[config.mk]
export PLATFORM = sky130hd
export DESIGN_NAME = irq_coalesce
export DESIGN_NICKNAME = d
export VERILOG_FILES = /design/src/rtl/irq_coalesce_pkg.sv /design/src/rtl/icu_comp_counter.sv /design/src/rtl/icu_delay_timer.sv /design/src/rtl/icu_pending.sv /design/src/rtl/irq_coalesce.sv
export SDC_FILE = /design/constraint.sdc
export NUM_CORES = 1
export LEC_CHECK = 0
export ABC_AREA = 1
export BUFFER_PORTS_ARGS = -buffer_cell sky130_fd_sc_hd__buf_2
export CELL_PAD_IN_SITES_DETAIL_PLACEMENT = 1
export CELL_PAD_IN_SITES_GLOBAL_PLACEMENT = 1
export CORE_ASPECT_RATIO = 0.5
export CORE_MARGIN = 5
export CORE_UTILIZATION = 37
export CTS_CLUSTER_DIAMETER = 100
export CTS_CLUSTER_SIZE = 24
export DETAILED_ROUTE_END_ITERATION = 8
export PLACE_DENSITY = 0.87
export SETUP_SLACK_MARGIN = 0.2
export SLEW_MARGIN = 30
export SYNTH_ARGS = -nofsm -noshare
export SYNTH_HDL_FRONTEND = slang
export SYNTH_SLANG_ARGS = --single-unit
[constraint.sdc]
create_clock -name clk -period 3.3 [get_ports clk]
set_input_delay 0.66 -clock clk [delete_from_list [all_inputs] [get_ports clk]]
set_output_delay 0.66 -clock clk [all_outputs]
set_load 0.01 [all_outputs]
[src/rtl/irq_coalesce_pkg.sv]
package irq_coalesce_pkg;
   localparam int PEND_W   = 2;
   localparam int IDX_COMP = 0;
   localparam int IDX_DLY  = 1;
   typedef logic [PEND_W-1:0] pend_t;
endpackage

[src/rtl/icu_comp_counter.sv]
module icu_comp_counter #(
   parameter int CNT_W   = 8,
   parameter int RST_VAL = 1
) (
   input  logic             clk,
   input  logic             rst_n,
   input  logic             done_i,
   input  logic             load_i,
   input  logic [CNT_W-1:0] thresh_i,
   output logic [CNT_W-1:0] cnt_o,
   output logic             hit_o
);
   localparam logic [CNT_W-1:0] RST_CNT = CNT_W'(RST_VAL);

   logic [CNT_W-1:0] cnt_q;
   logic [CNT_W-1:0] dec;

   assign dec   = cnt_q - 1'b1;
   assign hit_o = done_i && !load_i && (dec == '0);
   assign cnt_o = cnt_q;

   always_ff @(posedge clk) begin
      if (!rst_n)
         cnt_q <= RST_CNT;
      else if (load_i || hit_o)
         cnt_q <= thresh_i;
      else if (done_i)
         cnt_q <= dec;
   end

   AST_CNT_LOAD: assert property (@(posedge clk) disable iff (!rst_n)
      load_i |=> cnt_o == $past(thresh_i));
   AST_CNT_HIT_RELOAD: assert property (@(posedge clk) disable iff (!rst_n)
      hit_o |=> cnt_o == $past(thresh_i));
   AST_CNT_STEP: assert property (@(posedge clk) disable iff (!rst_n)
      (done_i && !load_i && !hit_o) |=> cnt_o == $past(cnt_o) - 1'b1);
   AST_CNT_IDLE: assert property (@(posedge clk) disable iff (!rst_n)
      (!done_i && !load_i) |=> $stable(cnt_o));
endmodule

[src/rtl/icu_delay_timer.sv]
module icu_delay_timer #(
   parameter int DLY_W = 8
) (
   input  logic             clk,
   input  logic             rst_n,
   input  logic             done_i,
   input  logic [DLY_W-1:0] delay_i,
   input  logic             tick_i,
   output logic [DLY_W-1:0] tmr_o,
   output logic             expire_o
);
   localparam logic [DLY_W-1:0] ONE = DLY_W'(1);

   logic [DLY_W-1:0] tmr_q;
   logic             restart;

   assign restart  = done_i && (delay_i != '0);
   assign expire_o = tick_i && !restart && (tmr_q == ONE);
   assign tmr_o    = tmr_q;

   always_ff @(posedge clk) begin
      if (!rst_n)
         tmr_q <= '0;
      else if (restart)
         tmr_q <= delay_i;
      else if (tick_i && (tmr_q != '0))
         tmr_q <= tmr_q - 1'b1;
   end

   AST_TMR_RESTART: assert property (@(posedge clk) disable iff (!rst_n)
      (done_i && delay_i != '0) |=> tmr_o == $past(delay_i));
   AST_TMR_HOLD: assert property (@(posedge clk) disable iff (!rst_n)
      (!done_i && !tick_i) |=> $stable(tmr_o));
   AST_TMR_FLOOR: assert property (@(posedge clk) disable iff (!rst_n)
      (tmr_o == '0 && !done_i) |=> tmr_o == '0);
   AST_TMR_EXPIRE: assert property (@(posedge clk) disable iff (!rst_n)
      expire_o |=> tmr_o == '0);
endmodule

[src/rtl/icu_pending.sv]
module icu_pending
   import irq_coalesce_pkg::*;
#(
   parameter bit IRQ_REG = 1'b0
) (
   input  logic  clk,
   input  logic  rst_n,
   input  pend_t set_i,
   input  pend_t clr_i,
   input  pend_t ena_i,
   output pend_t pend_o,
   output logic  irq_o
);
   pend_t pend_q;

   for (genvar i = 0; i < PEND_W; i++) begin : g_bit
      always_ff @(posedge clk) begin
         if (!rst_n)
            pend_q[i] <= 1'b0;
         else
            pend_q[i] <= (pend_q[i] && !clr_i[i]) || set_i[i];
      end

      AST_PEND_SET: assert property (@(posedge clk) disable iff (!rst_n)
         set_i[i] |=> pend_o[i]);
      AST_PEND_CLR: assert property (@(posedge clk) disable iff (!rst_n)
         (clr_i[i] && !set_i[i]) |=> !pend_o[i]);
      AST_PEND_HOLD: assert property (@(posedge clk) disable iff (!rst_n)
         (!clr_i[i] && !set_i[i]) |=> $stable(pend_o[i]));
   end

   assign pend_o = pend_q;

   if (IRQ_REG) begin : g_irq_reg
      logic irq_q;
      always_ff @(posedge clk) begin
         if (!rst_n)
            irq_q <= 1'b0;
         else
            irq_q <= |(pend_q & ena_i);
      end
      assign irq_o = irq_q;
      AST_IRQ_QUIET: assert property (@(posedge clk) disable iff (!rst_n)
         ((pend_o & ena_i) == '0) |=> !irq_o);
   end else begin : g_irq_comb
      assign irq_o = |(pend_q & ena_i);
      AST_IRQ_QUIET: assert property (@(posedge clk) disable iff (!rst_n)
         ((pend_o & ena_i) == '0) |-> !irq_o);
   end
endmodule

[src/rtl/irq_coalesce.sv]
module irq_coalesce
   import irq_coalesce_pkg::*;
#(
   parameter int CNT_W        = 8,
   parameter int DLY_W        = 8,
   parameter int RESET_THRESH = 1,
   parameter bit IRQ_REG      = 1'b0
) (
   input  logic             clk,
   input  logic             rst_n,
   input  logic             done_i,
   input  logic             ctrl_wr_i,
   input  logic [CNT_W-1:0] thresh_i,
   input  logic [DLY_W-1:0] delay_i,
   input  logic [1:0]       irq_en_i,
   input  logic [1:0]       clr_i,
   input  logic             tick_i,
   output logic [1:0]       pend_o,
   output logic [CNT_W-1:0] count_o,
   output logic [DLY_W-1:0] timer_o,
   output logic             irq_o
);
   localparam longint CNT_SPAN = longint'(1) << CNT_W;

   if (CNT_W < 1 || CNT_W > 16) begin : g_bad_cnt_w
      $error("irq_coalesce: CNT_W out of range");
   end
   if (DLY_W < 1 || DLY_W > 16) begin : g_bad_dly_w
      $error("irq_coalesce: DLY_W out of range");
   end
   if (RESET_THRESH < 0 || longint'(RESET_THRESH) >= CNT_SPAN) begin : g_bad_rst
      $error("irq_coalesce: RESET_THRESH does not fit CNT_W");
   end

   logic  hit;
   logic  expire;
   pend_t set_vec;
   pend_t pend;

   icu_comp_counter #(.CNT_W(CNT_W), .RST_VAL(RESET_THRESH)) u_cnt (
      .clk      (clk),
      .rst_n    (rst_n),
      .done_i   (done_i),
      .load_i   (ctrl_wr_i || expire),
      .thresh_i (thresh_i),
      .cnt_o    (count_o),
      .hit_o    (hit)
   );

   icu_delay_timer #(.DLY_W(DLY_W)) u_tmr (
      .clk      (clk),
      .rst_n    (rst_n),
      .done_i   (done_i),
      .delay_i  (delay_i),
      .tick_i   (tick_i),
      .tmr_o    (timer_o),
      .expire_o (expire)
   );

   always_comb begin
      set_vec           = '0;
      set_vec[IDX_COMP] = hit;
      set_vec[IDX_DLY]  = expire;
   end

   icu_pending #(.IRQ_REG(IRQ_REG)) u_pend (
      .clk    (clk),
      .rst_n  (rst_n),
      .set_i  (set_vec),
      .clr_i  (clr_i),
      .ena_i  (irq_en_i),
      .pend_o (pend),
      .irq_o  (irq_o)
   );

   assign pend_o = pend;

   AST_EXPIRE_RELOAD: assert property (@(posedge clk) disable iff (!rst_n)
      expire |=> (pend_o[IDX_DLY] && count_o == $past(thresh_i)));
   AST_NO_HIT_ON_EXPIRE: assert property (@(posedge clk) disable iff (!rst_n)
      !(expire && hit));
endmodule

; Word level (Yosys, flattened, before mapping)
; Cells that the tools add are included.
[totals]
ff_bits = 18
input_bits = 25
elab_cells = 34
[op_classes]
add_sub_neg = 2
n_mux = 4
reduce_logical = 22
bitwise = 1
n_eq_ne = 1
[ops]
columns = cell, n
row1 = $mux 8, 4
row2 = $reduce_bool 8->1, 2
row3 = $sub 8x1->8 const B, 2
row4 = $eq 8x1->1 const B, 1
row5 = $logic_and 1x1->1, 8
row6 = $logic_not 8->1, 1
row7 = $logic_not 1->1, 4
row8 = $logic_or 1x1->1, 4
row9 = $reduce_bool 2->1, 2
row10 = $and 2x2->2, 1
row11 = $reduce_or 2->1, 1

; Depth between registers and ports, before layout
[logic_depth]
depth_word = 11
mapped_depth = 13
mapped_depth_nobuf = 13

; Modules after synthesis
; A second synthesis with hierarchy kept.
[unflattened]
hier_cells = 238
area_unflattened_um2 = 1466.4
[by_module_without_submodules]
columns = mod, seq_area_each_um2, instances, cells_each, area_per_inst_um2
row1 = icu_delay_timer, 160.2, 1, 114, 695.7
row2 = icu_comp_counter, 160.2, 1, 107, 671.9
row3 = icu_pending, 40.0, 1, 14, 87.6
row4 = irq_coalesce, 0.0, 1, 3, 11.3

; Worst setup path before layout
; OpenSTA, ideal clock, no wires.
[synth_path]
path_kind = reg-to-reg
startpoint = register u_cnt.cnt_q[0], in the netlist u_cnt.cnt_o[0]
endpoint = register u_cnt.cnt_q[1], in the netlist u_cnt.cnt_o[1]
path_buffers = 0
setup_time_ps = 109
stages_incl_launch_ff = 14
setup_slack_ps = 1569
arrival_ps = 1622
required_time_ps = 3191
period_less_slack_ps = 1731
cell_sequence = dfxtp_1 inv_1 ha_1 inv_1 nand2_1 nand3b_4 nor2_4 nand3_2 inv_1 nand3_2 nand3_1 nand3_1 nand2_1 inv_1
[synth_via]
elab_chain_len = 5
word_cells_on_any_way = 7
cone_classes = add/sub (1) / mux (2) / reduce/logical (4)
[synth_lines]
columns = item, line
row1 = "start, declared", icu_comp_counter.sv:15  ; logic [CNT_W-1:0] cnt_q;
row2 = "start signal, assigned", icu_comp_counter.sv:26  ; cnt_q <= thresh_i;
row3 = $sub 8x1->8 *, icu_comp_counter.sv:18  ; assign dec = cnt_q - 1'b1;
row4 = $logic_not 8->1, icu_comp_counter.sv:19  ; assign hit_o = done_i && !load_i && (dec == '0);
row5 = $logic_and 1x1->1, icu_comp_counter.sv:19
row6 = $logic_or 1x1->1, icu_comp_counter.sv:25  ; else if (load_i || hit_o)
row7 = $mux 8 / $reduce_bool 2->1 (equally long branches), n/a
; Every way passes the cells marked *; elsewhere a longest branch is shown, timed or not. The select of a mux whose other input is x is not followed.
; A chain may end at the register's enable or synchronous reset.

; Worst setup path after layout
[layout_path]
startpoint = register u_cnt.cnt_q[0], in the netlist u_cnt.cnt_o[0]
endpoint = register u_cnt.cnt_q[5], in the netlist u_cnt.cnt_o[5]
; Same word-level chain as after synthesis.

==> metrics.csv <==
stage;metric;value;unit
outcome;outcome;finished clean;
critical_path;worst path bufs/invs;4;
floorplanning;Die Height;53.6;um
worst_hold_path;WHS Path Cells;2;
power_and_ir_drop;clock network power share;0.285;
critical_path;Reg2Reg Launch Point;u_cnt.cnt_o[0];
critical_path;critical path's largest stage delay;0.37;ns
synthesis;Seq cells post-synth;18;
sta;highest clock rate;481;MHz
global_route;largest net degree at the start of global routing;17;
finish;ant diodes;0;
sta;Setup TNS;0;ns
finish;commonest non-fill, non-tap cell in the layout;nand2_1;
cts;Resized cells post-CTS;0;
routing;DR WL/cell;14.0;um
sta;Slew headroom;0.688;
cts;# hold bufs at CTS;0;
routing;Vias/cell;4.85;
critical_path;reg2reg path depth;13;
sta;Post-Route Skew;0.00178;ns
routing;1st-pass router iterations;4;
power_and_ir_drop;PwrDens;404;mW/mm2
finish;post-route cell area;0.00170;mm2
synthesis;Mapped Area;0.00140;mm2
power_and_ir_drop;switching power;257;uW
place;DP Cell Count;307;
cts;Clock Tree Buf Depth;2;
sta;unrepaired setup endpoints after global routing;no;
sta;Slew @ Worst Pin;0.467;ns
critical_path;crit-path cells;inv_1, ha_1, inv_1, nand2_1, nand3b_4, nor2_4, nand3_2, inv_1, nand3_2, nand3_1, nand3_1, nand2_1, inv_1;
cts;CTS tree;done;
cts;# Post-CTS Setup Buffers;0;
cts;worst skew pair latency;0.27;ns
cts;Root Buffer Master;clkbuf_8;
finish;most frequent cells in the layout;56 x nand2_1, 43 x buf_2, 33 x inv_1, 29 x nand3_1, 23 x nor2_1;
sta;Final Hold Fails;0;
global_route;GR met1 Demand/Resource;0.186;
synthesis;register area share after synthesis;0.257;
synthesis;post-synth cell types;29;
sta;Setup-failing EPs final;0;
critical_path;crit path launch type;flop;
critical_path;CP max FO;7;
global_route;vias in the first global route;1600;
critical_path;most used cell, CP;inv_1;
critical_path;critical path class;flop to flop;
cts;# clock sinks;18;
cts;H-tree levels;1;
sta;period utilisation layout;0.631;
worst_hold_path;hold crit path type;flop to flop;
place;Port Buffers;43;
cts;total CTS buffers;3;
critical_path;critical path's slowest cell;dfxtp_1;
global_route;global-route usage over all layers;0.172;
power_and_ir_drop;Internal;430;uW
place;HPWL after DPL;3400;um
place;Placer Congestion;0.808;
floorplanning;DIE AREA;0.00520;mm2
global_route;GRT Residual Overflow;0;
critical_path;Critical Path AT;2.25;ns
floorplanning;Initial Util;0.396;
routing;DR DRC count;0;
critical_path;flop2flop setup slack;1.22;ns
worst_hold_path;HP Start;u_pend.pend_o[1];
place;Post-DP Area;0.00164;mm2
global_route;global-route wire length before repair;7310;um
sta;minimum clock period;2.08;ns
synthesis;Post-Syn Nets;246;
synthesis;Avg Cell Area, Syn;6.50;um2
floorplanning;row count;15;
power_and_ir_drop;Flop pwr share;0.379;
critical_path;Req. time, crit path;3.47;ns
floorplanning;Core ar.;0.00355;mm2
global_route;routing usage on met2;0.362;
synthesis;Warnings, synthesis;0;
power_and_ir_drop;Sw Ratio;0.374;
global_route;met3 Use GR;0.0310;
power_and_ir_drop;Static Leak;0.000940;uW
critical_path;crit end category;flop;
global_route;initial antenna violation count;0;
finish;layout cell share with drive strength beyond 1;0.262;
power_and_ir_drop;Worst IR Drop VDD;0.203;mV
cts;clk slew on worst S/H paths;0.08;ns
sta;Max Slew Vio Count;0;
finish;Non-Filler Instances;311;
finish;nets@finish;291;
routing;via count;1508;
finish;P&R area growth vs syn;21.0;%
critical_path;Worst path top cell family by delay;simple AND/OR/NAND/NOR gates;
critical_path;FF-to-FF End;u_cnt.cnt_o[5];
worst_hold_path;Min-Delay Endpoint;u_pend.pend_o[1];
routing;Routed Antenna Nets;0;
routing;drt initial violations;58;
job;Max-Cap Viols;0;
power_and_ir_drop;combinational share of power;0.336;
floorplanning;die span in x;97.1;um
floorplanning;number of placed I/O pins;44;
synthesis;Syn Inst Count;216;
routing;final WL;4350;um
global_route;busiest grt layer;met2;
-- routing by layer --
| metal | routed length, um | part of all wire |
|---|---|---|
| met4 | 28 | 0.0064 |
| met5 | 0 | 0 |
| met3 | 88 | 0.020 |
| met2 | 2370 | 0.54 |
| met1 | 1860 | 0.43 |
-- how the worst max path moves through the flow --
stage	startpoint	endpoint	slack (ns)	cells past startpoint
after detailed placement	delay_i[4]	u_cnt.cnt_o[5]	1.15	10
after global routing	u_cnt.cnt_o[0]	u_cnt.cnt_o[5]	1.09	12
after global placement	delay_i[7]	u_tmr.tmr_o[0]	1.26	10
after CTS	u_cnt.cnt_o[0]	u_cnt.cnt_o[5]	1.21	12
after floorplan	u_cnt.cnt_o[0]	u_cnt.cnt_o[1]	1.57	13
final	u_cnt.cnt_o[0]	u_cnt.cnt_o[5]	1.22	13
-- kinds of logic after synthesis --
logic type | share of synthesized area
XOR/XNOR | 0.0374
AND/OR/NAND/NOR | 0.443
AO/OA/AOI/OAI | 0.0909
buffers and inverters | 0.127
adder cells (fa/ha/maj) | 0.0446
flip-flops | 0.257
-- final cells by class --
| cell class | count | area (um2) |
|---|---|---|
| well taps | 51 | 63.8 |
| repair buffers | 43 | 215 |
| multi-input cells | 158 | 865 |
| clock buffers | 4 | 55.1 |
| flip-flops and latches | 18 | 360 |
| fillers | 484 | 1850 |
| inverters | 37 | 140 |
-- worst register-to-register path: stages (launching register included) --
cell,delay (ns)
dfxtp_1,0.37
inv_1,0.21
ha_1,0.30
inv_1,0.06
nand2_1,0.12
nand3b_4,0.10
nor2_4,0.11
nand3_2,0.10
inv_1,0.09
nand3_2,0.16
nand3_1,0.15
nand3_1,0.09
nand2_1,0.08
inv_1,0.04
-- stage by stage --
| stage | setup WS [ns] | hold slack [ns] | utilization | power, uW |
|---|---|---|---|---|
| floorplan | 1.57 | 0.497 | - | 423 |
| global placement | 1.26 | 0.475 | 0.463 | 484 |
| detailed placement | 1.15 | 0.475 | 0.463 | 495 |
| CTS | 1.21 | 0.488 | 0.479 | 693 |
| global route | 1.09 | 0.512 | 0.479 | 731 |
| finish | 1.22 | 0.484 | 0.479 | 687 |
-- cells in the mapped netlist --
cell,instances,area (um2)
a21oi_1,5,25.0
a21oi_4,1,16.3
a22o_1,1,8.76
buf_6,1,11.3
clkbuf_8,2,27.5
clkinv_2,1,5.00
dfxtp_1,18,360
ha_1,5,62.6
inv_1,33,124
inv_2,3,11.3
nand2_1,56,210
nand2_2,3,18.8
nand2_4,2,22.5
nand3_1,29,145
nand3_2,2,20.0
nand3b_1,1,7.51
nand3b_4,1,20.0
nand4_1,3,18.8
nor2_1,23,86.3
nor2_2,3,18.8
nor2_4,3,33.8
nor3_1,4,20.0
o211ai_1,1,7.51
o21a_1,1,7.51
o21ai_0,3,15.0
o21ai_1,3,15.0
o21ai_4,2,32.5
xnor2_1,3,26.3
xor2_1,3,26.3
-- sequential cells by signal, summed over array words and instances, names as in the netlist --
name	cells
u_cnt.cnt_o	8
u_tmr.tmr_o	8
u_pend.pend_o	2
-- power by group through the flow --
stage	logic [uW]	clock network [uW]	registers, uW
detailed placement	230	0	265
floorplan	154	0	269
finish	231	196	261
global placement	219	0	265
CTS	233	199	261
global route	258	208	264
No activity file was read; power rests on OpenSTA's default activity.
